`src/rtl/ldst_walk_pkg.sv`:
```
package ldst_walk_pkg;
   localparam int MAX_DEPTH = 64;

   typedef enum logic {
      WALK_TWO_PHASE = 1'b0,
      WALK_ONE_PHASE = 1'b1
   } walk_mode_e;
endpackage

```
`src/rtl/ldst_walk_cell_addr.sv`:
```
// Two-phase slot: passes the walk on only if the address is known and issue is granted.
module ldst_walk_cell_addr (
   input  logic go_in,
   input  logic valid,
   input  logic addr_ok,
   input  logic issue_ok,
   output logic release_o
);
   always_comb begin
      release_o = go_in & valid & addr_ok & issue_ok;
   end
endmodule

```
`src/rtl/ldst_walk_cell_load.sv`:
```
// One-phase follower slot: only a valid load behind a released load goes out.
module ldst_walk_cell_load (
   input  logic go_in,
   input  logic valid,
   input  logic is_store,
   output logic release_o
);
   always_comb begin
      release_o = go_in & valid & ~is_store;
   end
endmodule

```
`src/rtl/ldst_walk_mask_reg.sv`:
```
module ldst_walk_mask_reg #(
   parameter int WIDTH = 8
) (
   input  logic             clk,
   input  logic             rst_n,
   input  logic             flush,
   input  logic [WIDTH-1:0] d,
   output logic [WIDTH-1:0] q
);
   always_ff @(posedge clk or negedge rst_n) begin
      if (!rst_n)
         q <= '0;
      else if (flush)
         q <= '0;
      else
         q <= d;
   end
endmodule

```
`src/rtl/ldst_order_walker.sv`:
```
module ldst_order_walker
   import ldst_walk_pkg::*;
#(
   parameter int         DEPTH = 8,
   parameter walk_mode_e MODE  = WALK_TWO_PHASE
) (
   input  logic             clk,
   input  logic             rst_n,
   input  logic             flush,
   input  logic [DEPTH-1:0] slot_valid,
   input  logic [DEPTH-1:0] slot_addr_ok,
   input  logic [DEPTH-1:0] slot_is_store,
   input  logic [DEPTH-1:0] slot_is_spec,
   input  logic [DEPTH-1:0] slot_issue_ok,
   output logic [DEPTH-1:0] dep_clear
);
   localparam int LAST = DEPTH - 1;

   if (DEPTH < 2 || DEPTH > MAX_DEPTH) begin : g_bad_depth
      $error("ldst_order_walker: DEPTH out of range");
   end

   logic [DEPTH-1:0] walk_mask;

   if (MODE == WALK_TWO_PHASE) begin : g_two
      logic [DEPTH-1:0] go;
      logic             unused_two;

      assign unused_two = ^{slot_is_store, slot_is_spec};

      for (genvar i = 0; i < DEPTH; i++) begin : g_slot
         if (i == 0) begin : g_head
            assign go[i] = 1'b1;
         end else begin : g_tail
            assign go[i] = walk_mask[i-1];
         end
         ldst_walk_cell_addr u_cell (
            .go_in    (go[i]),
            .valid    (slot_valid[i]),
            .addr_ok  (slot_addr_ok[i]),
            .issue_ok (slot_issue_ok[i]),
            .release_o(walk_mask[i])
         );
      end
   end else begin : g_one
      logic [DEPTH-1:1] go;
      logic             head_pass;
      logic             unused_one;

      assign unused_one = ^{slot_addr_ok, slot_issue_ok, slot_is_spec[LAST:1]};

      // Head: a speculative store blocks everything; any other head goes out.
      assign walk_mask[0] = slot_valid[0] & ~(slot_is_store[0] & slot_is_spec[0]);
      // Only a released load lets younger entries follow.
      assign head_pass    = walk_mask[0] & ~slot_is_store[0];

      for (genvar i = 1; i < DEPTH; i++) begin : g_slot
         if (i == 1) begin : g_first
            assign go[i] = head_pass;
         end else begin : g_rest
            assign go[i] = walk_mask[i-1];
         end
         ldst_walk_cell_load u_cell (
            .go_in    (go[i]),
            .valid    (slot_valid[i]),
            .is_store (slot_is_store[i]),
            .release_o(walk_mask[i])
         );
      end
   end

   ldst_walk_mask_reg #(.WIDTH(DEPTH)) u_mask (
      .clk  (clk),
      .rst_n(rst_n),
      .flush(flush),
      .d    (walk_mask),
      .q    (dep_clear)
   );
endmodule

```
`config.mk`:
```
export PLATFORM = sky130hd
export DESIGN_NAME = ldst_order_walker
export DESIGN_NICKNAME = d
export VERILOG_FILES = /design/src/rtl/ldst_walk_pkg.sv /design/src/rtl/ldst_walk_cell_addr.sv /design/src/rtl/ldst_walk_cell_load.sv /design/src/rtl/ldst_walk_mask_reg.sv /design/src/rtl/ldst_order_walker.sv
export SDC_FILE = /design/constraint.sdc
export NUM_CORES = 1
export LEC_CHECK = 0
export CELL_PAD_IN_SITES_DETAIL_PLACEMENT = 2
export CELL_PAD_IN_SITES_GLOBAL_PLACEMENT = 2
export CORE_UTILIZATION = 10
export CTS_BUF_LIST = sky130_fd_sc_hd__clkbuf_8
export DETAILED_ROUTE_END_ITERATION = 16
export GPL_TIMING_DRIVEN = 0
export PLACE_DENSITY = 0.82
export SLEW_MARGIN = 20
export SYNTH_ARGS = -nofsm -noshare
export SYNTH_HDL_FRONTEND = slang
export SYNTH_SLANG_ARGS = --single-unit
```
`constraint.sdc`:
```
create_clock -name clk -period 0.8 [get_ports clk]
set_input_delay 0.16 -clock clk [delete_from_list [all_inputs] [get_ports clk]]
set_output_delay 0.16 -clock clk [all_outputs]
set_load 0.01 [all_outputs]
```
==> results by group <==
Placed design
  • Post-place instance area: 739 um^2
  • Number of port buffers: 34
  • Dpl hpwl: 1010 um
  • Routability cong.: 0.641

Yosys
  • Top-area cell type share of the netlist area: 59.9%
  • Synth top cells by count: dfrtp_1, nand3_1, nor3_1
  • Mux contribution to synthesized area: 0%
  • Most frequent cell after synthesis: dfrtp_1
  • Largest family of logic cells by synthesized area: simple AND/OR/NAND/NOR gates
  • Post-Synthesis Net Count: 68
  • Sequential share of the synthesized area: 59.9%
  • #FFs+latches synth: 8
  • Mean post-synth cell area: 13.4 um^2
  • Post-Syn Area: 334 um^2
  • Most common flop cell mapped by yosys: dfrtp_1
  • Cell taking the most area after synthesis: dfrtp_1
  • Post-Synth XOR/XNOR Area: 0%
  • Yosys warnings: 0
  • Yosys cell types: 12
  • Async SR Flop Fraction: 100%
  • Top cells by area, synth: dfrtp_1, nand3_1, nand4_4
  • Post-Synth Adder-Cell Area: 0%
  • Post-Synth Simple-Gate Area: 39.0%
  • Syn Inst Count: 25
  • EDFF count, synth: 0
  • Synth Area in Compound Gates: 0%

STA
  • Final hold vios: 0
  • F_max: 1140 MHz
  • Max-slew headroom: 77.4%
  • Final Max Tran Viols: 0
  • Actual slew at the worst max-slew pin: 0.339 ns
  • Unrepaired setup endpoints after global routing: yes
  • Final WS setup: -0.0749 ns
  • Final setup viols: 13
  • Min Tclk post-route: 0.875 ns
  • Setup tns final: -0.747 ns
  • Final cycle utilization of the critical path: 109%

Die
  • Initial core utilization: 10.8%
  • DIE AREA: 3580 um^2
  • Die Y: 59.8 um
  • Top Ports: 51
  • Die Wd: 59.8 um
  • Core area: 3100 um^2
  • Row Count: 20

Worst setup path
  • CP top delay family: flip-flops
  • CP Capture Type: primary output
  • Critical path origin: u_mask.q[6]
  • WP data required: 0.64 ns
  • Crit start category: flip-flop
  • Crit Path Class: reg2out
  • Crit-path max FO: 1
  • Critical-path top delay cell: dfrtp_1
  • CP Cell Sequence: buf_6
  • Stages on worst setup path: 1
  • Crit path to: dep_clear[6]
  • Arr. time, crit path: 0.71 ns
  • Worst Path Buf+Inv: 1
  • Biggest cell delay along the critical path: 0.37 ns

Flow run
  • Max Cap Violations: 0

Finish
  • Largest register by flop count: u_mask.q
  • Final #Nets: 114
  • Layout fillers: 364
  • Area growth, synth to finish: 139%
  • Finished Cell Area: 800 um^2
  • Final core utilization: 25.8%
  • Max reg flops: 8
  • Largest regs: u_mask.q: 8 flops
  • Layout cells sized above 1: 69.6%
  • Diode count: 0

Drt
  • Vias per cell: 3.47
  • Routed WL: 1190 um
  • Via count: 392
  • Drt drc: 0
  • Pre-antenna DRT Iters: 4
  • Routed length per instance: 10.5 um
  • Starting DRT DRC Count: 1
  • ANT nets after route: 0

Power
  • Power density over the cells: 1290 nW/um^2
  • Lkg Pwr: 0.390 nW
  • Design Power: 1.03 mW
  • Peak supply drop: 277 uV

Global route
  • Largest net degree at the start of global routing: 9
  • Initial antenna violation count: 0
  • Congestion Overflow GR: 0
  • First-pass GRT wire length: 1990 um
  • Number of global-route vias before repair: 461
  • GRT Resource Usage Total: 7.82%

Outcome
  • Status: complete, but fails checks
  • Violated checks: setup timing

Clock tree
  • Total CTS buffers: 3
  • Clk root buf: clkbuf_8
  • CTS H-tree depth: 1
  • Reg clk slew, reported paths: 0.04 ns
  • Longest Clk Path Bufs: 2
  • Clk sinks: 8
  • CTS tree: built

Min path
  • Hold Crit Class: in2async
[timing repair]
action	4_1_cts	5_1_grt
pin swaps	7	5
cloned	0	0
setup endpoints to repair	15	15
resized for setup	103	7
hold endpoints to repair	0	0
setup buffers	6	1
hold buffers	0	0
[cell families after synthesis]
kind of cell	count (synthesis)
and+or+nand+nor	16
DFF	8
buffers and inverters	1
[per-layer routing]
layer / global-route usage [%] / up-vias / part of all wire (%)
met5: 0 / - / 0
met4: 6.98 / 0 / 1.4
met3: 1.52 / 2 / 9.7
met2: 14.3 / 30 / 53
met1: 7.27 / 178 / 35
li1: - / 182 / -
[how the worst min path moves through the flow]
| stage | startpoint | endpoint | slack [ns] |
|---|---|---|---|
| 2_1_floorplan | rst_n | u_mask.q[0] | -0.14 |
| 3_3_place_gp | rst_n | u_mask.q[6] | 0.44 |
| 3_5_place_dp | rst_n | u_mask.q[1] | 0.45 |
| 4_1_cts | rst_n | u_mask.q[1] | 0.21 |
| 5_1_grt | rst_n | u_mask.q[1] | 0.24 |
| 6_report | rst_n | u_mask.q[1] | 0.21 |
[power by group]
group	total, mW	leakage (nW)	switching (mW)	internal (mW)
Combinational	0.159	0.257	0.0587	0.100
Clock	0.462	0.0216	0.138	0.324
Sequential	0.409	0.112	0.000339	0.409
[cells in the final DEF (no fill, tap or decap), drive strengths merged]
cell / n
buf: 30
dfrtp: 8
dlygate4sd2: 6
nand3: 6
clkdlybuf4s50: 4
clkbuf: 4
nor3: 3
nor4: 2
and4b: 1
nand4: 1
or4: 1
or2: 1
nor2: 1
inv: 1
[per-stage QoR]
stage,cells,hold slack (ns),worst slack [ns]
after floorplan,25,-0.136,-0.170
after global placement,103,0.438,-0.710
after detailed placement,103,0.450,-0.782
after CTS,112,0.211,-0.156
after global routing,113,0.240,-0.114
final,113,0.206,-0.0749
[area by class of cell]
type                       instances  area, um^2  area share [%]
timing repair buffer              41         315            39.4
sequential                         8         200            25.0
multi-input combinational         16         184            23.0
tap                               44        55.1            6.89
clock buffer                       3        41.3            5.16
inverter                           1        3.75           0.469
Power figures use the tool's default switching activity.
